File: config.mk
export PLATFORM = sky130hd
export DESIGN_NAME = pairmem_unit
export DESIGN_NICKNAME = d
export VERILOG_FILES = /design/src/rtl/pairmem_pkg.sv /design/src/rtl/pairmem_decode.sv /design/src/rtl/pairmem_extend.sv /design/src/rtl/pairmem_seq.sv /design/src/rtl/pairmem_unit.sv
export SDC_FILE = /design/constraint.sdc
export NUM_CORES = 1
export LEC_CHECK = 0
export BUFFER_PORTS_ARGS = -buffer_cell sky130_fd_sc_hd__buf_2
export CAP_MARGIN = 25
export CORE_AREA = 2 2 245 247
export CTS_CLUSTER_DIAMETER = 80
export DETAILED_ROUTE_END_ITERATION = 10
export DIE_AREA = 0 0 247 249
export PLACE_DENSITY_LB_ADDON = 0.12
export SYNTH_ARGS = -nofsm -noshare
export SYNTH_HDL_FRONTEND = slang
export SYNTH_HIERARCHICAL = 1
export SYNTH_SLANG_ARGS = --single-unit
export TNS_END_PERCENT = 20
File: constraint.sdc
create_clock -name clk -period 3.4 [get_ports clk]
set_input_delay 0.51 -clock clk [delete_from_list [all_inputs] [get_ports clk]]
set_output_delay 0.51 -clock clk [all_outputs]
set_load 0.02 [all_outputs]
File: src/rtl/pairmem_pkg.sv
package pairmem_pkg;

   localparam logic [6:0] PAIR_OPCODE = 7'b0001011;
   localparam logic [2:0] F3_LOAD     = 3'b100;
   localparam logic [2:0] F3_STORE    = 3'b101;
   localparam logic [4:0] SEL_DWORD   = 5'b11111;
   localparam logic [4:0] SEL_WORD    = 5'b11100;
   localparam logic [4:0] SEL_UWORD   = 5'b11110;

   typedef enum logic [2:0] {
      ST_IDLE,
      ST_ACC1,
      ST_ACC2,
      ST_WB,
      ST_DONE
   } seq_state_t;

   typedef struct packed {
      logic       is_store;
      logic       dword;
      logic       uns;
      logic [4:0] rd1;
      logic [4:0] rd2;
   } pair_op_t;

endpackage

File: src/rtl/pairmem_decode.sv
module pairmem_decode
   import pairmem_pkg::*;
#(
   parameter int XLEN = 64
) (
   input  logic [31:0]     insn,
   input  logic            rv64_mode,
   input  logic [XLEN-1:0] base_val,
   output logic            legal,
   output pair_op_t        op,
   output logic [XLEN-1:0] addr1,
   output logic [XLEN-1:0] addr2
);

   logic [6:0] opc;
   logic [2:0] f3;
   logic [4:0] sel, f_rd1, f_rs, f_rd2;
   logic [1:0] sh2;
   logic       is_ld, is_st, sel_d, sel_w, sel_u;
   logic       enc_ok, dword_allowed, mode_ok, overlap;
   logic [XLEN-1:0] offset, stride;

   assign opc   = insn[6:0];
   assign f_rd1 = insn[11:7];
   assign f3    = insn[14:12];
   assign f_rs  = insn[19:15];
   assign f_rd2 = insn[24:20];
   assign sh2   = insn[26:25];
   assign sel   = insn[31:27];

   assign is_ld = (f3 == F3_LOAD);
   assign is_st = (f3 == F3_STORE);
   assign sel_d = (sel == SEL_DWORD);
   assign sel_w = (sel == SEL_WORD);
   assign sel_u = (sel == SEL_UWORD);

   // Doubleword forms exist only in a 64-bit datapath; the mode input gates them there.
   generate
      if (XLEN == 64) begin : g_rv64
         assign dword_allowed = rv64_mode;
      end else if (XLEN == 32) begin : g_rv32
         assign dword_allowed = 1'b0;
      end else begin : g_bad_xlen
         $error("pairmem_decode: XLEN must be 32 or 64");
      end
   endgenerate

   assign enc_ok  = (opc == PAIR_OPCODE) &&
                    ((is_ld && (sel_d || sel_w || sel_u)) || (is_st && (sel_d || sel_w)));
   assign mode_ok = !sel_d || dword_allowed;
   assign overlap = (f_rs == f_rd1) || (f_rs == f_rd2) || (f_rd1 == f_rd2);
   assign legal   = enc_ok && mode_ok && !overlap;

   assign offset = sel_d ? XLEN'({sh2, 4'b0000}) : XLEN'({sh2, 3'b000});
   assign stride = sel_d ? XLEN'(8) : XLEN'(4);
   assign addr1  = base_val + offset;
   assign addr2  = addr1 + stride;

   assign op.is_store = is_st;
   assign op.dword    = sel_d;
   assign op.uns      = sel_u;
   assign op.rd1      = f_rd1;
   assign op.rd2      = f_rd2;

endmodule

File: src/rtl/pairmem_extend.sv
module pairmem_extend #(
   parameter int XLEN = 64
) (
   input  logic [XLEN-1:0] raw,
   input  logic            dword,
   input  logic            uns,
   output logic [XLEN-1:0] ext
);

   localparam int WORD_W = 32;
   localparam int PAD_W  = XLEN - WORD_W;

   generate
      if (XLEN > WORD_W) begin : g_wide
         logic [PAD_W-1:0] pad;
         assign pad = uns ? '0 : {PAD_W{raw[WORD_W-1]}};
         assign ext = dword ? raw : {pad, raw[WORD_W-1:0]};
      end else begin : g_narrow
         logic unused_sel;
         assign unused_sel = dword ^ uns;
         assign ext = raw;
      end
   endgenerate

endmodule

File: src/rtl/pairmem_seq.sv
module pairmem_seq
   import pairmem_pkg::*;
#(
   parameter int XLEN = 64
) (
   input  logic            clk,
   input  logic            rst_n,
   input  logic            start,
   input  pair_op_t        op,
   input  logic [XLEN-1:0] addr1,
   input  logic [XLEN-1:0] addr2,
   input  logic [XLEN-1:0] st_data1,
   input  logic [XLEN-1:0] st_data2,
   output logic            busy,
   output logic            mem_req,
   output logic [XLEN-1:0] mem_addr,
   output logic            mem_we,
   output logic            mem_size,
   output logic [XLEN-1:0] mem_wdata,
   input  logic            mem_ready,
   input  logic [XLEN-1:0] mem_rdata,
   input  logic            mem_err,
   output logic            wb_valid,
   output logic [4:0]      wb_rd1,
   output logic [XLEN-1:0] wb_data1,
   output logic [4:0]      wb_rd2,
   output logic [XLEN-1:0] wb_data2,
   output logic            done,
   output logic            fault,
   output logic [XLEN-1:0] fault_addr
);

   seq_state_t      state;
   pair_op_t        op_q;
   logic [XLEN-1:0] a1_q, a2_q, sd1_q, sd2_q, tmp1_q, tmp2_q, faddr_q;
   logic            fault_q;
   logic [XLEN-1:0] rd_ext;

   pairmem_extend #(.XLEN(XLEN)) u_extend (
      .raw   (mem_rdata),
      .dword (op_q.dword),
      .uns   (op_q.uns),
      .ext   (rd_ext)
   );

   always_ff @(posedge clk or negedge rst_n) begin
      if (!rst_n) begin
         state   <= ST_IDLE;
         op_q    <= '0;
         a1_q    <= '0;
         a2_q    <= '0;
         sd1_q   <= '0;
         sd2_q   <= '0;
         tmp1_q  <= '0;
         tmp2_q  <= '0;
         faddr_q <= '0;
         fault_q <= 1'b0;
      end else begin
         unique case (state)
            ST_IDLE: if (start) begin
               op_q    <= op;
               a1_q    <= addr1;
               a2_q    <= addr2;
               sd1_q   <= st_data1;
               sd2_q   <= st_data2;
               fault_q <= 1'b0;
               state   <= ST_ACC1;
            end
            ST_ACC1: if (mem_ready) begin
               if (mem_err) begin
                  fault_q <= 1'b1;
                  faddr_q <= a1_q;
                  state   <= ST_DONE;
               end else begin
                  tmp1_q <= rd_ext;
                  state  <= ST_ACC2;
               end
            end
            ST_ACC2: if (mem_ready) begin
               if (mem_err) begin
                  fault_q <= 1'b1;
                  faddr_q <= a2_q;
                  state   <= ST_DONE;
               end else begin
                  tmp2_q <= rd_ext;
                  state  <= op_q.is_store ? ST_DONE : ST_WB;
               end
            end
            ST_WB:   state <= ST_DONE;
            ST_DONE: state <= ST_IDLE;
            default: state <= ST_IDLE;
         endcase
      end
   end

   assign busy       = (state != ST_IDLE);
   assign mem_req    = (state == ST_ACC1) || (state == ST_ACC2);
   assign mem_addr   = (state == ST_ACC2) ? a2_q : a1_q;
   assign mem_wdata  = (state == ST_ACC2) ? sd2_q : sd1_q;
   assign mem_we     = op_q.is_store;
   assign mem_size   = op_q.dword;
   assign wb_valid   = (state == ST_WB);
   assign wb_rd1     = op_q.rd1;
   assign wb_rd2     = op_q.rd2;
   assign wb_data1   = tmp1_q;
   assign wb_data2   = tmp2_q;
   assign done       = (state == ST_DONE);
   assign fault      = done && fault_q;
   assign fault_addr = faddr_q;

   p_second_addr_stride_r5: assert property (@(posedge clk) disable iff (!rst_n)
      (state == ST_ACC1 && mem_ready && !mem_err) |=>
         (mem_addr == $past(mem_addr) + (op_q.dword ? XLEN'(8) : XLEN'(4))));

   p_req_held_r10: assert property (@(posedge clk) disable iff (!rst_n)
      (mem_req && !mem_ready) |=> (mem_req && $stable(mem_addr)));

   p_err_no_wb_r8: assert property (@(posedge clk) disable iff (!rst_n)
      (mem_req && mem_ready && mem_err) |=> (done && fault && !wb_valid));

   p_store_no_wb_r6: assert property (@(posedge clk) disable iff (!rst_n)
      wb_valid |-> !mem_we);

   p_done_releases_r9: assert property (@(posedge clk) disable iff (!rst_n)
      done |=> !busy);

   p_single_event_r9: assert property (@(posedge clk) disable iff (!rst_n)
      $onehot0({wb_valid, done, mem_req}));

endmodule

File: src/rtl/pairmem_unit.sv
module pairmem_unit
   import pairmem_pkg::*;
#(
   parameter int XLEN = 64
) (
   input  logic            clk,
   input  logic            rst_n,
   input  logic            rv64_mode,
   input  logic            insn_valid,
   input  logic [31:0]     insn,
   input  logic [XLEN-1:0] base_val,
   input  logic [XLEN-1:0] st_data1,
   input  logic [XLEN-1:0] st_data2,
   output logic            illegal,
   output logic            busy,
   output logic            mem_req,
   output logic [XLEN-1:0] mem_addr,
   output logic            mem_we,
   output logic            mem_size,
   output logic [XLEN-1:0] mem_wdata,
   input  logic            mem_ready,
   input  logic [XLEN-1:0] mem_rdata,
   input  logic            mem_err,
   output logic            wb_valid,
   output logic [4:0]      wb_rd1,
   output logic [XLEN-1:0] wb_data1,
   output logic [4:0]      wb_rd2,
   output logic [XLEN-1:0] wb_data2,
   output logic            done,
   output logic            fault,
   output logic [XLEN-1:0] fault_addr
);

   logic            legal, start;
   pair_op_t        dec_op;
   logic [XLEN-1:0] dec_a1, dec_a2;

   pairmem_decode #(.XLEN(XLEN)) u_decode (
      .insn      (insn),
      .rv64_mode (rv64_mode),
      .base_val  (base_val),
      .legal     (legal),
      .op        (dec_op),
      .addr1     (dec_a1),
      .addr2     (dec_a2)
   );

   assign start   = insn_valid && !busy && legal;
   assign illegal = insn_valid && !busy && !legal;

   pairmem_seq #(.XLEN(XLEN)) u_seq (
      .clk        (clk),
      .rst_n      (rst_n),
      .start      (start),
      .op         (dec_op),
      .addr1      (dec_a1),
      .addr2      (dec_a2),
      .st_data1   (st_data1),
      .st_data2   (st_data2),
      .busy       (busy),
      .mem_req    (mem_req),
      .mem_addr   (mem_addr),
      .mem_we     (mem_we),
      .mem_size   (mem_size),
      .mem_wdata  (mem_wdata),
      .mem_ready  (mem_ready),
      .mem_rdata  (mem_rdata),
      .mem_err    (mem_err),
      .wb_valid   (wb_valid),
      .wb_rd1     (wb_rd1),
      .wb_data1   (wb_data1),
      .wb_rd2     (wb_rd2),
      .wb_data2   (wb_data2),
      .done       (done),
      .fault      (fault),
      .fault_addr (fault_addr)
   );

   p_illegal_no_access_r4: assert property (@(posedge clk) disable iff (!rst_n)
      illegal |=> (!mem_req && !busy));

   p_accept_starts_r9: assert property (@(posedge clk) disable iff (!rst_n)
      (insn_valid && !busy && !illegal) |=> (busy && mem_req));

   p_busy_no_illegal_r9: assert property (@(posedge clk) disable iff (!rst_n)
      busy |-> !illegal);

endmodule

# Yosys cells after proc, flatten, opt, wreduce, memory -nomap -nowiden
# Index checks and enable logic that the tools add are counted.
[word_totals]
ff_bits = 465
input_bits = 294
elab_cells = 90
output_inout_bits = 338
[classes]
n_addsub = 2
n_mux = 22
n_eq_ne = 20
n_reduce_logical = 31
n_bitwise = 1
[ops]
columns = ["op", "n"]
rows = [
  ["64-bit two-way mux", 7],
  ["64-bit adder", 2],
  ["64-bit one-hot mux with 2 select lines", 1],
  ["32-bit two-way mux", 1],
  ["3-bit two-way mux", 6],
  ["5-bit == test", 3],
  ["5-bit == test, second input constant", 3],
  ["3-bit one-hot mux with 4 select lines", 1],
  ["2-bit != test, second input constant", 5],
  ["3-bit == test, second input constant", 3],
  ["1-bit logical AND", 9],
  ["3-bit AND reduction", 3],
  ["7-bit by 4-bit == test with 1-bit output, second input constant", 1],
  ["1-bit logical OR", 7],
  ["3-bit by 2-bit == test with 1-bit output, second input constant", 2],
  ["6-bit two-way mux", 1],
  ["5-bit AND reduction", 1],
  ["1-bit logical NOT", 4],
  ["4-bit two-way mux", 1],
  ["2-bit by 1-bit != test with 1-bit output, second input constant", 2],
  ["4-bit AND reduction", 1],
  ["2-bit nonzero test", 2],
  ["3-bit by 1-bit == test with 1-bit output, second input constant", 1],
  ["3-bit logical NOT", 1],
  ["6 further kinds", 8],
]

# Longest topological paths before layout
# Gate-level depths: netlist (run 1).
[depth]
depth_word = 11
ltp_mapped = 19
ltp_nobuf = 16

# Cells and area by module
# The synthesis (run 1) kept the hierarchy.
[modules_own_cells]
columns = ["mod", "n_inst", "area_per_inst_um2", "cells_each", "seq_area_each_um2"]
rows = [
  ["pairmem_seq", 1, 20817.5, 1469, 11636.2],
  ["pairmem_decode", 1, 3515.9, 533, 0.0],
  ["pairmem_extend", 1, 555.5, 72, 0.0],
  ["pairmem_unit", 1, 21.3, 2, 0.0],
]

# Least setup slack after synthesis (run 1)
# No wires, ideal clock.
[synth_path]
path_type = "input to register"
start = "input port insn[31]"
end = "register u_seq.a2_q[52]"
setup_ns = 0.128
arrival_time_ns = 4.658
path_buffers = 2
cell_stages = 17
setup_slack_ns = -1.385
cell_sequence = "and3_1 nand3_1 inv_1 and2_1 ha_1 buf_2 and3_1 o211ai_4 or4_4 a221oi_4 and4_1 or4b_1 or4_1 buf_2 or3b_1 xnor2_1 mux2_1"
[synth_via]
elab_cells_between_ends = 19
cone_classes = "add/sub: 2; eq/ne: 3; mux: 2; reduce/logical: 12"
[synth_lines]
columns = ["element", "line_no", "rtl"]
rows = [
  ["start, declared", "pairmem_unit.sv:10", "input logic [31:0] insn,"],
  ["5-bit == test *", "pairmem_decode.sv:33", "assign sel_d = (sel == SEL_DWORD);"],
  ["net u_decode.sel_d", "pairmem_decode.sv:19", "logic is_ld, is_st, sel_d, sel_w, sel_u;"],
  ["6-bit two-way mux", "pairmem_decode.sv:54", "assign offset = sel_d ? XLEN'({sh2, 4'b0000}) : XLEN'({sh2, 3'b000});"],
  ["64-bit adder", "pairmem_decode.sv:56", "assign addr1 = base_val + offset;"],
  ["64-bit adder *", "pairmem_decode.sv:57", "assign addr2 = addr1 + stride;"],
  ["net dec_a2[52]", "pairmem_unit.sv:36", "logic [XLEN-1:0] dec_a1, dec_a2;"],
  ["end signal, assigned", "pairmem_seq.sv:63", "a2_q <= addr2;"],
  ["end, declared", "pairmem_seq.sv:35", "logic [XLEN-1:0] a1_q, a2_q, sd1_q, sd2_q, tmp1_q, tmp2_q, faddr_q;"],
]
# The timed path passes the listed nets; every way through them passes the cells marked *.
# A chain may end at the register's enable or synchronous reset.

# Final worst setup path (run 1)
[layout_path]
start = "input port insn[31]"
end = "register u_seq.a2_q[52]"
[layout_via]
elab_cells_between_ends = 19
cone_classes = "add/sub: 2; eq/ne: 3; mux: 2; reduce/logical: 12"
[layout_lines]
columns = ["element", "line_no"]
rows = [
  ["5-bit == test *", "pairmem_decode.sv:33"],
  ["6-bit two-way mux", "pairmem_decode.sv:54"],
  ["64-bit adder", "pairmem_decode.sv:56"],
  ["64-bit adder *", "pairmem_decode.sv:57"],
  ["net dec_a2[52]", "pairmem_unit.sv:36"],
]
# Marked as above.

==> results.ini, run 1 <==
[critical_path]
path_class=in -> reg
crit_chain=buf_6 -> and3_4 -> nand3_4 -> mux2_4 -> ha_4 -> and3_4 -> o211ai_4 -> or4_4 -> a221oi_4 -> and4_4 -> or4b_4 -> or4_4 -> or3b_1 -> xnor2_1 -> mux2_4
reg2reg_depth=5
startpoint_type=input pin
crit_path_top_delay_cell=or4b_4
worst_setup_path_end_kind=register
slowest_delay_ns=0.49
cp.arrival_ns=4.58
worst_ep_required_time_ns=3.88
crit_fanout=4

[cells_and_area]
syn2layout_area_growth_pct=30.1
drive_gt1_share_pct=47.0
layout_commonest_cell=buf_2
post-route-util_pct=55.2
final_cell_mix=buf_2, dfrtp_1, mux2_2
final_nets=3141
fillCellCount=5193

[global_routing]
use_met3_pct=6.97
use_met2_pct=42.4
top_usage_layer=met2
grt_pass1_wl_um=123000
grt-ovfl-total=0
grt_max_degree=87
antenna_found_initial=25
grtUsageTotal_pct=25.7
first_global_vias=20163
grtUsageMet1_pct=32.9

[status]
status=finished, violations left
violations=setup timing

[yosys]
synthFlopType=dfrtp_1
async_flop_share_pct=100
ys_types=65
synth_edf_count=0
synth_seq_cells=465
syn_inst=2076
synth.yosys.seq_area_share_pct=46.7
synth_area_per_cell_um2=12.0
yosys_warnings=6
syn_nets=2377
syn-cell-area_um2=24900

[timing]
fmax_mhz=244
fin_skew_ns=0.0129
tightest_slew_ns=0.914
fin_crit_sh_pct=121
grt_setup_unrepaired=yes
hold_viol_final=0
setup_violations=41
finalWorstSetupSlack_ns=-0.702
slew_violations=0
period_needed_ns=4.10
slew_headroom_pct=39.0

[run]
drv_cap=0

[cts]
clk-insertion-delay-late_ns=0.60
cts_buffers=54
h-tree-depth=2
cts_tree=built
clk_pin_slew_ns=0.06
clock_sinks=465
cts_root_buffer=clkbuf_16
clk_path_buf_depth=3

[drt]
initialDrtViolationCount=1010
drc=0
vias=19605
postRouteAntennaNets=0
routedWlPerCell_um=22.1
firstDrtPassIters=7
wirelength_um=81100
routed_via_density=5.35

[die]
die_y_um=249
die_area_um2=61500
start_util_pct=42.4
die_x_um=247
row_count=89
design.core.area_um2=58700
ioPinCount=632

[pwr]
power_density_nw_per_um2=378
irDropWorstVdd_v=0.000372
p_leak_nw=16.9

[place]
pre_cts_slack_ns=-1.48
dpl.hpwl_um=62000
gp_congestion=0.916
port_buffers=631

[hold_path]
hold_path.class=in -> reg
holdPathStages=2

==> where the power goes <==
group          switching, mW  total [mW]  internal [mW]
clock network           2.36        5.73           3.37
registers            0.00830        5.56           5.55
logic                  0.519       0.949          0.430
total                   2.88        12.2           9.35
==> Yosys cell counts, types with 5 or more instances <==
master    number  area, um^2
dfrtp_1      465       11600
mux2_2       286        3220
mux2_1       240        2700
nand3_1      112         561
buf_4         87         653
xnor2_1       81         709
o21ai_0       72         360
and3b_1       68         596
mux2i_1       64         641
nand4b_1      64         561
buf_2         61         305
nand2_1       56         210
clkbuf_1      47         176
nor2_1        47         176
xor2_1        40         350
a21o_1        39         293
nand4_1       30         188
nor3_1        26         130
inv_1         25        93.8
and2_1        16         100
and3_1        14        87.6
nor4_1        11        68.8
and4_1        10        87.6
or4_1         10        75.1
or3_1          9        56.3
a21oi_1        8        40.0
nor2b_1        6        37.5
ha_1           5        62.6
nand2b_1       5        31.3
==> worst max-delay path: cells and delay by family <==
family | cells | cell delay [ns]
AND/OR/NAND/NOR | 8 | 2.60
multiplexers | 2 | 0.61
AO/OA/AOI/OAI | 2 | 0.37
adder cells (fa/ha/maj) | 1 | 0.28
XOR/XNOR | 1 | 0.13
buffers and inverters | 1 | 0.07
==> kinds of logic after synthesis <==
family / Yosys count / share of synthesized area (%)
buffers and inverters: 226 / 5.14
flip-flops: 465 / 46.7
XOR/XNOR: 121 / 4.25
AO/OA/AOI/OAI: 156 / 4.06
AND/OR/NAND/NOR: 511 / 13.1
adder cells (fa/ha/maj): 7 / 0.412
multiplexers: 590 / 26.3
==> metrics by stage <==
step / hold slack [ns] / power [mW] / TNS, ns / cells / area (um^2)
after floorplan: 0.214 / 6.03 / -31.74 / 2076 / 25100
after global placement: 0.462 / 6.58 / -54.80 / 3550 / 30300
after detailed placement: 0.468 / 6.59 / -78.43 / 3550 / 30300
after CTS: 0.0835 / 12.4 / -17.87 / 3647 / 32100
after global routing: 0.100 / 12.7 / -21.22 / 3662 / 32400
final: 0.122 / 12.2 / -16.70 / 3664 / 32400
==> state kept, by name, indices dropped and copies added, names as in the netlist <==
signal,count
u_seq/a1_q,64
u_seq/sd2_q,64
u_seq/wb_rd1,5
u_seq/mem_size,1
u_seq/fault_addr,64
u_seq/fault_q,1
u_seq/wb_data2,64
u_seq/wb_data1,64
u_seq/op_q,1
u_seq/a2_q,64
u_seq/wb_rd2,5
u_seq/state,3
u_seq/mem_we,1
u_seq/sd1_q,64
==> final timing paths <==
check,from,endpoint,slack [ns]
worst max register to register,u_seq/state[1],u_seq/wb_data1[0],0.91
min in group asynchronous,rst_n,u_seq/fault_addr[45],0.51
worst min-delay path,st_data2[40],u_seq/sd2_q[40],0.12
worst min register to register,u_seq/sd1_q[11],u_seq/sd1_q[11],0.48
max in group asynchronous,rst_n,u_seq/sd1_q[42],2.01
worst max-delay path,insn[31],u_seq/a2_q[52],-0.70
==> what timing repair did <==
action,in CTS,in global routing
setup buffers,2,4
hold buffers,1,0
pin swaps,3,11
endpoints found under the setup margin,46,46
endpoints found under the hold margin,64,0
gates resized for setup,17,47
==> layout make-up <==
class                   instances  area, um^2  area share (%)
inverters                      25        93.8           0.290
clock buffers                  80        1590            4.90
clock inverters                14         156           0.483
diodes                         13        32.5           0.100
flip-flops and latches        465       11600            35.9
well taps                     773         967            2.99
multi-input cells            1385       12400            38.2
repair buffers                909        5540            17.1
==> metal layers <==
metal	share of wire, %	wire, um	vias up
li1	-	-	9007
met1	42	33800	9859
met2	48	39200	582
met3	7.1	5740	135
met4	2.7	2220	22
met5	0.14	117	-
No activity file was read; power rests on OpenSTA's default activity.
==> inputs of run 2 (changes only) <==
ABC_AREA = 1   (was default)
RECOVER_POWER = 100   (was default)
==> run 2 against run 1 <==
First-iteration DRC count up 66%. Wire length grew 13%. Largest cell class is now flip-flops and latches. Critical path depth decreased by 8. Power rose by 34%. Highest routed layer unchanged. Hold slack better by 0.0011 ns. Synthesized cell count grew 74%. The flow finishes with violations (capacitance limit, slew limit). Cell area decreased by 2.3%. Non-clock buffer count is 28 lower. Clock power up 1%. Clock skew up 0.011 ns. Fmax grew 28%. Sequential power increased by 18%.
==> results.ini, run 2 <==
[pwr]
p_leak_nw=18.0
power_density_nw_per_um2=518
irDropWorstVdd_v=0.000552

[status]
violations=capacitance limit, slew limit
status=finished, violations left

[timing]
fin_setup_tns_ns=0
finalWorstSetupSlack_ns=0.194
slew_violations=374
period_needed_ns=3.21
grt_setup_unrepaired=yes
fmax_mhz=312
setup_violations=0
tightest_slew_ns=2.31
fin_crit_sh_pct=94.3
fin_skew_ns=0.0239
slew_headroom_pct=-54.3
hold_viol_final=0

[yosys]
yosys_warnings=6
synth_seq_cells=465
synth_edf_count=0
synth_area_per_cell_um2=6.91
yosys.area.top_type=dfrtp_1
syn_nets=3910
async_flop_share_pct=100
syn-cell-area_um2=24900
synthFlopType=dfrtp_1
ys_types=36
synth.yosys.seq_area_share_pct=46.6
synth_top_area_share_pct=46.6
synth_most_common_cell=nand2_1
syn_inst=3609
yosys-top-cells-area=dfrtp_1, nand2_1, nor2_1
synthTopCellsByCount=nand2_1, dfrtp_1, nor2_1, inv_1, o21ai_0

[die]
die_y_um=249
die_area_um2=61500
row_count=89
design.core.area_um2=58700
start_util_pct=42.5
die_x_um=247
ioPinCount=632

[critical_path]
startpoint_type=register
worst_setup_path_end_kind=output port
worst_ep_required_time_ns=2.89
path_class=reg -> out
crit_chain=inv_1 -> nand3_4 -> inv_4 -> buf_12 -> nand2_1 -> nand2_1 -> buf_2
crit_path_top_delay_cell=dfrtp_1
crit_fanout=58
reg2reg_depth=7
slowest_delay_ns=0.48
cp_common_cell=nand2_1
cp.arrival_ns=2.70

[cells_and_area]
post-route-util_pct=53.9
drive_gt1_share_pct=19.7
layout_commonest_cell=nand2_1
fin_cells=5170
final_cell_mix=nand2_1, dfrtp_1, buf_2
final_nets=4652
syn2layout_area_growth_pct=26.9

[drt]
drc=0
routedWlPerCell_um=17.7
routed_via_density=4.78
vias=24735
postRouteAntennaNets=0
wirelength_um=91800
initialDrtViolationCount=1674
firstDrtPassIters=5

[cts]
post_cts_buffers=0
clk_path_buf_depth=3
cts_buffers=53
cts_tree=built
h-tree-depth=2
cts_root_buffer=clkbuf_16
clk-insertion-delay-late_ns=0.59
clk_pin_slew_ns=0.06
clock_sinks=465

[global_routing]
grt_pass1_wl_um=139000
first_global_vias=23359
grt_max_degree=130
grt-ovfl-total=0
grtUsageTotal_pct=29.3
antenna_found_initial=9

[place]
dpl.hpwl_um=71700
gp_congestion=0.960
pre_cts_slack_ns=-0.519
port_buffers=631
dpl.cell_count=5068

[run]
drv_cap=5

[hold_path]
hold_path.class=in -> reg
holdPathStages=3

[run 2: cell count changes after synthesis, moves of 49 or more]
| cell | before | now |
|---|---|---|
| nand2_1 | 56 | 2013 |
| mux2_2 | 286 | 0 |
| mux2i_1 | 64 | 0 |
| inv_1 | 25 | 225 |
| and3b_1 | 68 | 0 |
| mux2_1 | 240 | 0 |
| o21ai_0 | 72 | 121 |
| nand4b_1 | 64 | 0 |
| xnor2_1 | 81 | 7 |
| nor2_1 | 47 | 235 |
[run 2: path summary, 6_finish.rpt]
check / start / end / slack, ns
max in group asynchronous: rst_n / u_seq/wb_data2[53] / 0.51
worst min-delay path: st_data2[60] / u_seq/sd2_q[60] / 0.12
min in group asynchronous: rst_n / u_seq/sd2_q[30] / 0.41
worst max register to register: u_seq/state[1] / u_seq/fault_addr[41] / 0.31
worst min register to register: u_seq/a1_q[0] / u_seq/a1_q[0] / 0.47
worst max-delay path: u_seq/state[0] / mem_addr[46] / 0.19
[run 2: cell type report]
type / instances / area, um^2
fill: 6012 / 27000
sequential: 465 / 11600
multi-input combinational: 2702 / 11400
timing repair buffer: 881 / 4920
clock buffer: 81 / 1610
tap: 773 / 967
inverter: 248 / 943
clock inverter: 15 / 170
antenna: 5 / 12.5
[run 2: per-layer routing]
metal | global-route usage [%] | wire, um | vias up
met5 | 0 | 41 | -
met4 | 11.5 | 3470 | 6
met3 | 5.01 | 5820 | 174
met2 | 48.4 | 43600 | 760
met1 | 38.1 | 38800 | 11392
li1 | - | - | 12403
[run 2: repair_timing]
action / CTS / global route
setup endpoints to repair: 0 / 38
endpoints found under the hold margin: 31 / 0
hold buffers: 1 / 0
resized for setup: 0 / 23
[run 2: cell families after synthesis]
group	synth area share, %
AND/OR/NAND/NOR	39.6
flip-flops	46.6
buffers and inverters	8.18
AO/OA/AOI/OAI	3.13
XOR/XNOR	2.00
adder cells (fa/ha/maj)	0.411
[run 2: critical path: cells and delay by family (launching register included)]
family                 cells  cell delay [ns]
buffers and inverters      4             1.08
and+or+nand+nor            3             0.49
DFF                        1             0.48
[run 2: where the power goes]
part / switching [mW] / internal (mW) / total, mW
clock network: 2.31 / 3.49 / 5.80
registers: 0.362 / 6.21 / 6.57
logic: 2.97 / 1.04 / 4.01
[run 2: metrics by stage]
| step | cell area [um^2] | hold WS, ns | power, mW |
|---|---|---|---|
| global placement | 30100 | 0.438 | 10.9 |
| CTS | 31900 | 0.0853 | 16.7 |
| floorplan | 25000 | 0.214 | 8.99 |
| global route | 31600 | 0.105 | 17.2 |
| detailed placement | 30100 | 0.434 | 10.9 |
| finish | 31600 | 0.123 | 16.4 |
==> inputs of run 3 (changes only) <==
CORE_AREA = default   (was 2 2 245 247)
CORE_MARGIN = 2   (was default)
CORE_UTILIZATION = 25   (was default)
DIE_AREA = default   (was 0 0 247 249)
==> run 3 against run 2 <==
The flow still finishes with violations (capacitance limit, slew limit). Via count is 0.49% lower. Largest cell class unchanged. Critical endpoint is now u_seq/a2_q[45]. Cell count increased by 11%. Combinational power grew 1%. Wire length increased by 12%. Global-route usage shrank 9.8 points.
==> results.ini, run 3 (synthesis results as in run 2) <==
[critical_path]
startpoint_type=input pin
crit_fanout=5
worst_ep_required_time_ns=3.96
path_delay_family=simple AND/OR/NAND/NOR gates
worst_setup_path_end_kind=register
cp_common_cell=nand2_1
crit_path_top_delay_cell=xor2_1
cp.arrival_ns=3.72
path_class=in -> reg
slowest_delay_ns=0.28
crit_buf_inv=6

[drt]
firstDrtPassIters=5
wl_met1_um=43700
routedWlPerCell_um=18.0
highest_layer=met5
postRouteAntennaNets=0
wirelength_um=103000
initialDrtViolationCount=1423
vias=24615
routed_via_density=4.30
dr_wl_met3_um=5880
drc=0
dr_wl_met2_um=50300

[pwr]
power_density_nw_per_um2=514
p_leak_nw=17.8
irDropWorstVdd_v=0.000361

[global_routing]
grtUsageTotal_pct=19.5
grt_pass1_wl_um=152000
first_global_vias=24058
grt_max_degree=97
antenna_found_initial=19
grt-ovfl-total=0

[die]
die_area_um2=102000
die_y_um=320
die_x_um=320
start_util_pct=25.3
row_count=115
ioPinCount=632
design.core.area_um2=98700

[timing]
fin_skew_ns=0.0148
setup_violations=0
grt_setup_unrepaired=yes
period_needed_ns=3.16
hold_viol_final=0
fin_crit_sh_pct=93.1
fmax_mhz=316
slew_headroom_pct=-46.7
tightest_slew_ns=2.20
fin_setup_tns_ns=0
slew_violations=78
holdWs_ns=0.0901

[cells_and_area]
final_cell_mix=nand2_1, dfrtp_1, buf_2
layout_commonest_cell=nand2_1
fin_cells=5718
syn2layout_area_growth_pct=30.1
final_nets=4675
drive_gt1_share_pct=18.8

[run]
drv_cap=1

[place]
dpl.hpwl_um=80100
port_buffers=631
gp_congestion=0.876
dpl.cell_count=5598

[status]
violations=capacitance limit, slew limit
status=finished, violations left

[cts]
clk_path_buf_depth=3
cts_buffers=58
h-tree-depth=2
cts_root_buffer=clkbuf_16
clk-insertion-delay-late_ns=0.62
clock_sinks=465
cts_tree=built
clk_pin_slew_ns=0.06

[hold_path]
hold_path.class=in -> reg

[run 3: per-stage QoR]
| step | power (mW) | setup slack, ns | instance area, um^2 | util, % |
|---|---|---|---|---|
| 2_1_floorplan | 8.99 | 0.0211 | 25000 | - |
| 5_1_grt | 17.6 | -0.0289 | 32400 | 32.9 |
| 6_report | 16.7 | 0.236 | 32500 | 32.9 |
| 3_5_place_dp | 11.0 | -0.532 | 31000 | 31.4 |
| 3_3_place_gp | 11.0 | -0.459 | 31000 | 31.4 |
| 4_1_cts | 17.2 | 0.139 | 32900 | 33.3 |
[run 3: final timing paths]
check	end	slack [ns]	cells after the start	start
max reg2reg	u_seq/fault_addr[40]	0.39	8	u_seq/state[0]
min reg2reg	u_seq/a2_q[20]	0.46	2	u_seq/a2_q[20]
max in group asynchronous	u_seq/wb_data2[10]	0.47	3	rst_n
min	u_seq/sd1_q[21]	0.09	3	st_data1[21]
min in group asynchronous	u_seq/sd1_q[23]	1.08	2	rst_n
max	u_seq/a2_q[45]	0.24	25	insn[30]
[run 3: what timing repair did]
item	CTS	global route
hold endpoints to repair	67	0
resized for setup	0	21
hold buffers	1	0
setup endpoints to repair	0	35
buffers inserted	0	1
[run 3: layer usage]
metal / up-vias / track usage (%)
met3: 149 / 3.98
met5: - / 0
met1: 11397 / 24.0
li1: 12468 / -
met2: 587 / 34.0
met4: 14 / 5.87
[run 3: cell type report]
class	instances	area (um^2)
clock inverter	15	153
clock buffer	90	1690
timing repair buffer	898	5030
antenna	12	30.0
inverter	248	942
tap	1287	1610
fill	11162	66300
multi-input combinational	2703	11400
sequential	465	11600
[run 3: tightest hold or removal path, delay by kind of cell]
kind                   cells  cell delay (ns)
buffers and inverters      1             0.07
AND/OR/NAND/NOR            2             0.09
[run 3: report_power, final]
part | total (mW) | leakage, nW | internal [mW] | switching (mW)
registers | 6.57 | 6.37 | 6.21 | 0.363
logic | 4.06 | 10.5 | 1.06 | 3.00
clock network | 6.06 | 0.903 | 3.56 | 2.50
